### config.mk
export PLATFORM = sky130hd
export DESIGN_NAME = spin_start_seq
export DESIGN_NICKNAME = d
export VERILOG_FILES = /design/src/rtl/sss_pkg.sv /design/src/rtl/sss_mode_dec.sv /design/src/rtl/sss_force_timer.sv /design/src/rtl/sss_stall_watch.sv /design/src/rtl/sss_phase_map.sv /design/src/rtl/spin_start_seq.sv
export SDC_FILE = /design/constraint.sdc
export NUM_CORES = 1
export LEC_CHECK = 0
export BUFFER_PORTS_ARGS = -buffer_cell sky130_fd_sc_hd__buf_2
export CORE_MARGIN = 5
export CORE_UTILIZATION = 35
export DETAILED_ROUTE_END_ITERATION = 8
export PLACE_DENSITY = 0.51
export SLEW_MARGIN = 10
export SYNTH_ARGS = -nofsm -noshare
export SYNTH_HDL_FRONTEND = slang
export SYNTH_SLANG_ARGS = --single-unit
### constraint.sdc
create_clock -name clk -period 8 [get_ports clk]
set_clock_uncertainty 0.1 [all_clocks]
set_input_delay 0.4 -clock clk [delete_from_list [all_inputs] [get_ports clk]]
set_output_delay 0.4 -clock clk [all_outputs]
set_load 0.01 [all_outputs]
### src/rtl/sss_pkg.sv
package sss_pkg;
   typedef enum logic [1:0] {
      PH_OFF = 2'b00,
      PH_SRC = 2'b01,
      PH_SNK = 2'b10
   } ph_cmd_e;

   typedef enum logic [1:0] {
      ST_IDLE,
      ST_FORCE,
      ST_SYNC,
      ST_HALT
   } seq_st_e;

   localparam int NUM_PH   = 3;
   localparam int NUM_STEP = 6;

   // phase index (0=U,1=V,2=W) sourcing in a step: two steps per phase
   function automatic logic [1:0] src_phase(input logic [2:0] s);
      return s[2:1];
   endfunction

   // sinking phase sits one or two places after the source, alternating
   function automatic logic [1:0] snk_phase(input logic [2:0] s);
      logic [2:0] t;
      t = {1'b0, s[2:1]} + 3'd1 + {2'b00, s[0]};
      if (t >= 3'd3) t = t - 3'd3;
      return t[1:0];
   endfunction
endpackage

### src/rtl/sss_mode_dec.sv
module sss_mode_dec #(
   parameter int BRAKE_CYC = 100
) (
   input  logic       clk,
   input  logic       rst_n,
   input  logic [1:0] en_sense,
   output logic       run,
   output logic       brake
);
   localparam int CW = $clog2(BRAKE_CYC + 1);

   generate
      if (BRAKE_CYC < 1) begin : g_bad_brake
         $error("BRAKE_CYC must be at least 1");
      end
   endgenerate

   logic          brake_req;
   logic [CW-1:0] hold;

   assign run       = (en_sense == 2'b11);
   assign brake_req = (en_sense == 2'b00);

   always_ff @(posedge clk) begin
      if (!rst_n)         hold <= '0;
      else if (brake_req) hold <= CW'(BRAKE_CYC);
      else if (run)       hold <= '0;
      else if (hold != '0) hold <= hold - 1'b1;
   end

   assign brake = brake_req | (!run & (hold != '0));
endmodule

### src/rtl/sss_force_timer.sv
module sss_force_timer #(
   parameter int START_LEN = 4,
   parameter int LEN_INC   = 2,
   parameter int MAX_LEN   = 16,
   parameter int FIRST_N   = 5
) (
   input  logic clk,
   input  logic rst_n,
   input  logic active,
   input  logic tick,
   output logic adv
);
   localparam int LW = $clog2(MAX_LEN + 1);
   localparam int NW = $clog2(FIRST_N + 1);

   logic [LW-1:0] len;
   logic [LW-1:0] tcnt;
   logic [NW-1:0] nfirst;
   logic [LW:0]   grown;
   logic          last;

   assign last  = (tcnt == len - 1'b1);
   assign adv   = active & tick & last;
   assign grown = {1'b0, len} + (LW+1)'(LEN_INC);

   always_ff @(posedge clk) begin
      if (!rst_n || !active) begin
         len    <= LW'(START_LEN);
         tcnt   <= '0;
         nfirst <= '0;
      end else if (tick) begin
         if (last) begin
            tcnt <= '0;
            if (nfirst < NW'(FIRST_N - 1)) nfirst <= nfirst + 1'b1;
            else if (grown > (LW+1)'(MAX_LEN)) len <= LW'(MAX_LEN);
            else len <= grown[LW-1:0];
         end else begin
            tcnt <= tcnt + 1'b1;
         end
      end
   end
endmodule

### src/rtl/sss_stall_watch.sv
module sss_stall_watch #(
   parameter int STALL_TICKS = 50000
) (
   input  logic clk,
   input  logic rst_n,
   input  logic active,
   input  logic tick,
   input  logic zc,
   output logic stall
);
   localparam int CW = $clog2(STALL_TICKS + 1);

   logic [CW-1:0] cnt;

   assign stall = active & tick & !zc & (cnt == CW'(STALL_TICKS - 1));

   always_ff @(posedge clk) begin
      if (!rst_n)                      cnt <= '0;
      else if (!active || zc || stall) cnt <= '0;
      else if (tick)                   cnt <= cnt + 1'b1;
   end
endmodule

### src/rtl/sss_phase_map.sv
module sss_phase_map
   import sss_pkg::*;
(
   input  logic       ph_en,
   input  logic       brake,
   input  logic [2:0] step,
   output logic [5:0] phase_cmd
);
   logic [1:0] src_p;
   logic [1:0] snk_p;

   assign src_p = src_phase(step);
   assign snk_p = snk_phase(step);

   generate
      for (genvar p = 0; p < NUM_PH; p++) begin : g_ph
         assign phase_cmd[2*p +: 2] =
            brake            ? PH_SNK :
            !ph_en           ? PH_OFF :
            (src_p == 2'(p)) ? PH_SRC :
            (snk_p == 2'(p)) ? PH_SNK : PH_OFF;
      end
   endgenerate
endmodule

### src/rtl/spin_start_seq.sv
module spin_start_seq
   import sss_pkg::*;
#(
   parameter int START_LEN   = 4,
   parameter int LEN_INC     = 2,
   parameter int MAX_LEN     = 16,
   parameter int FIRST_N     = 5,
   parameter int LOCK_ZC     = 2,
   parameter int STALL_TICKS = 50000,
   parameter int BRAKE_CYC   = 100
) (
   input  logic       clk,
   input  logic       rst_n,
   input  logic [1:0] en_sense,
   input  logic       tick,
   input  logic       zc,
   input  logic       restart_inh,
   output logic [5:0] phase_cmd,
   output logic       sync_mode,
   output logic       halted
);
   generate
      if (START_LEN < 1 || START_LEN > MAX_LEN) begin : g_bad_len
         $error("START_LEN must lie in 1..MAX_LEN");
      end
      if (LEN_INC < 0 || FIRST_N < 1) begin : g_bad_ramp
         $error("LEN_INC must be >= 0 and FIRST_N >= 1");
      end
      if (LOCK_ZC < 1 || STALL_TICKS < 1) begin : g_bad_cnt
         $error("LOCK_ZC and STALL_TICKS must be >= 1");
      end
   endgenerate

   seq_st_e    st;
   logic [2:0] step;
   logic [2:0] step_nxt;
   logic       run;
   logic       brake;
   logic       adv;
   logic       stall;
   logic       lock;
   logic       forcing;
   logic       syncing;

   assign forcing  = (st == ST_FORCE);
   assign syncing  = (st == ST_SYNC);
   assign step_nxt = (step == 3'(NUM_STEP - 1)) ? 3'd0 : step + 3'd1;

   sss_mode_dec #(.BRAKE_CYC(BRAKE_CYC)) u_mode (
      .clk(clk), .rst_n(rst_n), .en_sense(en_sense), .run(run), .brake(brake)
   );

   sss_force_timer #(
      .START_LEN(START_LEN), .LEN_INC(LEN_INC),
      .MAX_LEN(MAX_LEN), .FIRST_N(FIRST_N)
   ) u_timer (
      .clk(clk), .rst_n(rst_n), .active(forcing), .tick(tick), .adv(adv)
   );

   sss_stall_watch #(.STALL_TICKS(STALL_TICKS)) u_stall (
      .clk(clk), .rst_n(rst_n), .active(syncing), .tick(tick), .zc(zc),
      .stall(stall)
   );

   generate
      if (LOCK_ZC == 1) begin : g_lock_direct
         assign lock = forcing & zc;
      end else begin : g_lock_count
         localparam int ZW = $clog2(LOCK_ZC);
         logic [ZW-1:0] zcnt;
         always_ff @(posedge clk) begin
            if (!rst_n || !forcing) zcnt <= '0;
            else if (zc)            zcnt <= zcnt + 1'b1;
         end
         assign lock = forcing & zc & (zcnt == ZW'(LOCK_ZC - 1));
      end
   endgenerate

   always_ff @(posedge clk) begin
      if (!rst_n || !run) begin
         st   <= ST_IDLE;
         step <= '0;
      end else begin
         case (st)
            ST_IDLE: begin
               st   <= ST_FORCE;
               step <= '0;
            end
            ST_FORCE: begin
               if (lock)     st   <= ST_SYNC;
               else if (adv) step <= step_nxt;
            end
            ST_SYNC: begin
               if (stall) begin
                  st   <= restart_inh ? ST_HALT : ST_FORCE;
                  step <= '0;
               end else if (zc) begin
                  step <= step_nxt;
               end
            end
            default: st <= ST_HALT;
         endcase
      end
   end

   sss_phase_map u_map (
      .ph_en(run & (forcing | syncing)), .brake(brake), .step(step),
      .phase_cmd(phase_cmd)
   );

   assign sync_mode = syncing;
   assign halted    = (st == ST_HALT);
endmodule

==> results of run 1 <==
[power by group through the flow]
stage / logic, uW / clock network, uW / registers (uW)
detailed placement: 88.3 / 0 / 228
finish: 88.3 / 173 / 223
CTS: 88.8 / 180 / 223
floorplan: 70.0 / 0 / 225
global route: 98.3 / 189 / 225
global placement: 88.6 / 0 / 228
[layer usage]
layer	vias up	wire length, microns	track usage	part of all wire
li1	929	-	-	-
met1	780	2330	0.157	0.54
met2	18	1730	0.150	0.40
met3	8	144	0.0308	0.034
met4	0	77	0.0409	0.018
met5	-	0	0	0
[critical path: stages, from the launching register on]
cell and delay, ns:
dfxtp_1 0.45, inv_1 0.13, ha_1 0.35, fa_1 0.52, inv_1 0.04, mux2i_1 0.20, o21ai_0 0.12, o31ai_1 0.18
buf_2 0.16
[cell usage in the layout (no fill, tap or decap), types with 3 or more instances in the layout]
cell type,instances
a21oi_1,7
and3_1,3
and4_1,3
buf_2,14
clkbuf_8,6
dfxtp_1,41
ha_1,16
inv_1,16
mux2i_1,7
nand2_1,18
nand3_1,7
nand3b_1,3
nand4_1,8
nor2_1,36
nor3_1,8
o21a_1,4
o21ai_0,5
o31ai_1,3
xnor2_1,13
xor2_1,17
[flip-flops by register name, indices dropped and copies added, names as in the netlist]
signal and cells:
g_lock_count.zcnt 1, u_timer.tcnt 5, u_timer.nfirst 3, u_mode.hold 7, st 2, u_stall.cnt 16
step 3, u_timer.len 4
[cell type report]
type	count	area [sq um]
clock buffer	7	86.3
tap	77	96.3
clock inverter	1	30.0
multi-input combinational	195	1370
sequential	41	821
fill	633	3820
timing repair buffer	14	70.1
inverter	16	60.1
[final timing paths]
path                                  start                             end  slack (ns)  cells after the start
max reg2reg     u_timer.len[1]$_SDFFE_PP0P_     u_timer.len[3]$_SDFFE_PP0P_        5.15                      7
min reg2reg  u_timer.nfirst[2]$_SDFFE_PP0P_  u_timer.nfirst[2]$_SDFFE_PP0P_        0.40                      2
max                    step[1]$_SDFFE_PP0P_                    phase_cmd[3]        5.06                      8
min                                   rst_n     u_mode.hold[6]$_SDFFE_PN0P_        0.31                      2
[stage by stage]
stage                      util  setup WS (ns)  cells
after global routing      0.399           4.86    351
after CTS                 0.399           5.03    351
after detailed placement  0.381           5.18    343
after floorplan               -           5.30    260
after global placement    0.381           5.21    343
final                     0.399           5.06    351
[kinds of logic (layout without fill, tap and decap cells)]
group | after synthesis | after routing
flops | 41 | 41
buf+inv | 24 | 38
xor+xnor | 31 | 31
mux | 7 | 7
simple gates | 104 | 104
compound gates | 34 | 34
fa+ha+maj | 19 | 19
==> impl_metrics.yaml, run 1 <==
power:
  powerDensity_nw_per_um2: 191
  pwr-share-clk: 0.357
  total_power_uw: 484
  p_int_uw: 356
  switching_share: 0.265
  leakage_uw: 0.000970
  power.switching_uw: 128
  vdd_drop_max_v: 0.000108
  combPwrFrac: 0.182
  seq_power_share: 0.461
placement:
  gp_congestion: 0.718
  dpl-instance-area_sq_um: 2420
  hpwl_mm: 3.13
  port_buffers: 14
die:
  die_y_microns: 90.8
  start_util: 0.359
  std_cell_rows: 29
  pin_count: 15
  die_w_microns: 90.8
  die_area_sq_um: 8240
  core-area_sq_um: 6350
yosys:
  synth_commonest_cells: "dfxtp_1 (41), nor2_1 (36), nand2_1 (18), xor2_1 (17)"
  yosysTopAreaCell: "dfxtp_1"
  synth-compound-area-share: 0.105
  yosysMostFrequentCell: "dfxtp_1"
  synth_area_leaders: "dfxtp_1 (36%), ha_1 (8.8%), xor2_1 (6.5%)"
  ys_async_sr_fraction: 0
  synth_xor_area_frac: 0.126
  synthAdderAreaFrac: 0.105
  ys_seq_area_frac: 0.360
  ys.flop_type: "dfxtp_1"
  syn_inst: 260
  synth-simple-area-share: 0.234
  synth_cell_types: 50
  yosys_warnings: 0
  synth_nets: 284
  synth_edf_count: 0
  ys_ff_latch: 41
  syn-cell-area_sq_um: 2280
  syn_avg_cell_area_sq_um: 8.78
  synth_top_area_frac: 0.360
  muxShareOfSynthArea: 0.0307
  synth_top_family_by_area: "simple AND/OR/NAND/NOR gates"
clock_network:
  cts_tree: "done"
  post_cts_resized: 0
  cts_setup_buffers: 0
  cts_buffers: 5
  cts_sinks: 41
  clk_latency_ns: 0.29
  htreeDepth: 2
  cts.path.max_buffers: 2
  root_buffer: "clkbuf_8"
  hold_buffers: 0
  clk_pin_slew_ns: 0.08
setup_path:
  end_kind: "output pin"
  crit_required_ns: 7.50
  cp.arrival_ns: 2.44
  critical_path.max_fanout: 7
  critical_path_class: "flop to output pin"
  start_kind: "flop"
drt:
  antenna_left: 0
  vias_per_cell: 4.94
  first_pass_iters: 4
  wl_per_cell_microns: 12.2
  drt_iter0_markers: 60
  wirelength_mm: 4.28
  routed-via-count: 1735
  drc_errors: 0
global_route:
  grt_pass1_wl_mm: 7.41
  grt_max_degree: 17
  grt_pass1_vias: 1575
  grt_antenna_before_repair: 0
  overflow: 0
  grt.total_usage: 0.108
timing:
  rsz0062_at_grt: "false"
  relSlewSlack: 0.578
  period_minus_slack_ns: 2.94
  setup_viol: 0
  setup_tns_ns: 0
  finalHoldViolCount: 0
  drv_slew: 0
  whs_ns: 0.310
  period_share: 0.368
  max_slew.worst_pin.slew_ns: 0.631
  max_freq_mhz: 340
cells_and_area:
  fin_area_sq_um: 2530
  n_antenna_cell: 0
  syn_to_final_growth_pct: 11.0
  nets: 297
  drive_gt1_frac: 0.102
status:
  status: "finished clean"
flow_run:
  cap_violations: 0
worst_hold_path:
  worst_hold_path_type: "primary input to flop"
Power figures use the tool's default switching activity.
==> run 2: changes to the inputs <==
clock period = 2.73 ns   (was 8 ns; I/O delays follow)
==> run 2 against run 1 <==
Against the previous run: global-route usage rose by 0.32 points; largest cell class unchanged; combinational power rose to 2.9 times the previous value; die area is the same; first-iteration DRC count is 13% higher; sequential share of layout area is 0.25 points lower; cell count increased by 1.4%; sequential power grew to 2.9 times the previous value.
==> impl_metrics.yaml, run 2 (synthesis gave the netlist of run 1 again) <==
status:
  status: "finished clean"
die:
  die_w_microns: 90.8
  core-area_sq_um: 6350
  start_util: 0.359
  die_y_microns: 90.8
  die_area_sq_um: 8240
  pin_count: 15
  std_cell_rows: 29
cells_and_area:
  largest_reg_flops: 16
  syn_to_final_growth_pct: 12.1
  max_flop_register: "u_stall.cnt"
  final_common_cell: "dfxtp_1"
  nets: 302
  drive_gt1_frac: 0.133
  reg_top3: "u_stall.cnt (16), u_mode.hold (7), u_timer.tcnt (5)"
  nFillCells: 670
  final_cell_mix: "dfxtp_1 (40), nor2_1 (36), nand2_1 (18)"
  final_core_util: 0.403
  n_antenna_cell: 0
setup_path:
  crit_required_ns: 2.85
  start_kind: "flop"
  r2r_slack_ns: 0.14
  cp.arrival_ns: 2.71
  crit_slowest_cell: "or4_4"
  end_kind: "flop"
  cpPeakStageDelay_ns: 0.51
  cp_cell_sequence: "inv_1, ha_1, xnor2_1, or4_4, or3b_4, or4b_1, a21oi_1"
  rr_worst_depth: 7
  r2r_end: "u_timer.len[3]$_SDFFE_PP0P_"
  critical_path.max_fanout: 5
  cp_top_family: "simple AND/OR/NAND/NOR gates"
  cp.buffers_inverters: 1
  r2r-start: "u_timer.len[1]$_SDFFE_PP0P_"
  critical_path_class: "flop to flop"
global_route:
  grt_max_degree: 17
  grt.total_usage: 0.111
  grt_antenna_before_repair: 0
  overflow: 0
  grt_pass1_wl_mm: 7.64
  grt_pass1_vias: 1685
power:
  vdd_drop_max_v: 0.000187
  powerDensity_nw_per_um2: 520
  total_power_uw: 1330
  leakage_uw: 0.000986
drt:
  antenna_left: 0
  wirelength_mm: 4.28
  routed-via-count: 1733
  first_pass_iters: 4
  drt_iter0_markers: 68
  vias_per_cell: 4.87
  wl_per_cell_microns: 12.0
  drc_errors: 0
clock_network:
  htreeDepth: 2
  clk_latency_ns: 0.29
  root_buffer: "clkbuf_8"
  cts_tree: "done"
  clk_pin_slew_ns: 0.08
  hold_buffers: 0
  post_cts_resized: 1
  cts_buffers: 5
  cts.path.max_buffers: 2
  cts_sinks: 41
  cts_setup_buffers: 0
timing:
  finalHoldViolCount: 0
  rsz0062_at_grt: "false"
  period_share: 0.949
  max_slew.worst_pin.slew_ns: 0.487
  setup_tns_ns: 0
  drv_slew: 0
  whs_ns: 0.0421
  finalWorstSetupSlack_ns: 0.140
  relSlewSlack: 0.673
  max_freq_mhz: 386
  period_minus_slack_ns: 2.59
  setup_viol: 0
placement:
  gp_congestion: 0.745
  hpwl_mm: 3.17
  pre_cts_slack_ns: 0.107
  port_buffers: 14
worst_hold_path:
  hp-start: "rst_n"
  worst_hold_path_type: "primary input to flop"
  min_to: "u_mode.hold[2]$_SDFFE_PN0P_"
  whs_path_depth: 2
flow_run:
  cap_violations: 0
## run 2: how the worst max path moves through the flow
| stage | start | to | slack [ns] | cells after the start |
|---|---|---|---|---|
| finish | u_timer.len[1]$_SDFFE_PP0P_ | u_timer.len[3]$_SDFFE_PP0P_ | 0.14 | 7 |
| CTS | step[1]$_SDFFE_PP0P_ | phase_cmd[3] | 0.07 | 8 |
| floorplan | u_timer.len[1]$_SDFFE_PP0P_ | u_timer.len[3]$_SDFFE_PP0P_ | 0.03 | 8 |
| detailed placement | u_timer.len[1]$_SDFFE_PP0P_ | u_timer.len[3]$_SDFFE_PP0P_ | 0.11 | 7 |
| global placement | u_timer.len[1]$_SDFFE_PP0P_ | u_timer.len[3]$_SDFFE_PP0P_ | 0.16 | 7 |
| global route | step[1]$_SDFFE_PP0P_ | phase_cmd[3] | 0.03 | 8 |
## run 2: where the power goes
group / internal [uW] / leakage [uW] / switching [uW]
Clock: 205 / 0.0000512 / 216
Combinational: 121 / 0.000603 / 137
Sequential: 624 / 0.000332 / 27.8
Total: 951 / 0.000986 / 380
## run 2: area by class of cell
cell class	count	area [sq um]	share of cell area
clock inverters	2	13.8	0.00538
clock buffers	6	82.6	0.0323
well taps	77	96.3	0.0377
inverters	16	60.1	0.0235
repair buffers	19	108	0.0421
multi-input cells	195	1380	0.538
flip-flops and latches	41	822	0.321
## run 2: worst reg2reg max path, delay by kind of cell (launching register included)
kind,cells,cell delay [ns]
xor gates and xnor gates,1,0.13
DFF,1,0.33
buffers and inverters,1,0.06
adders and majority gates,1,0.31
and+or+nand+nor,3,1.45
AOI/OAI and AO/OA,1,0.15
## run 2: metal layers
layer,track usage,routed length (microns),vias up
met1,0.149,2190,775
li1,-,-,934
met4,0.0447,81,0
met3,0.0308,161,8
met5,0,0,-
met2,0.168,1850,16
## run 2: per-stage QoR
step / std cells / area [sq um]
finish: 356 / 2560
global placement: 348 / 2450
global route: 356 / 2560
detailed placement: 348 / 2450
CTS: 356 / 2550
floorplan: 260 / 2280
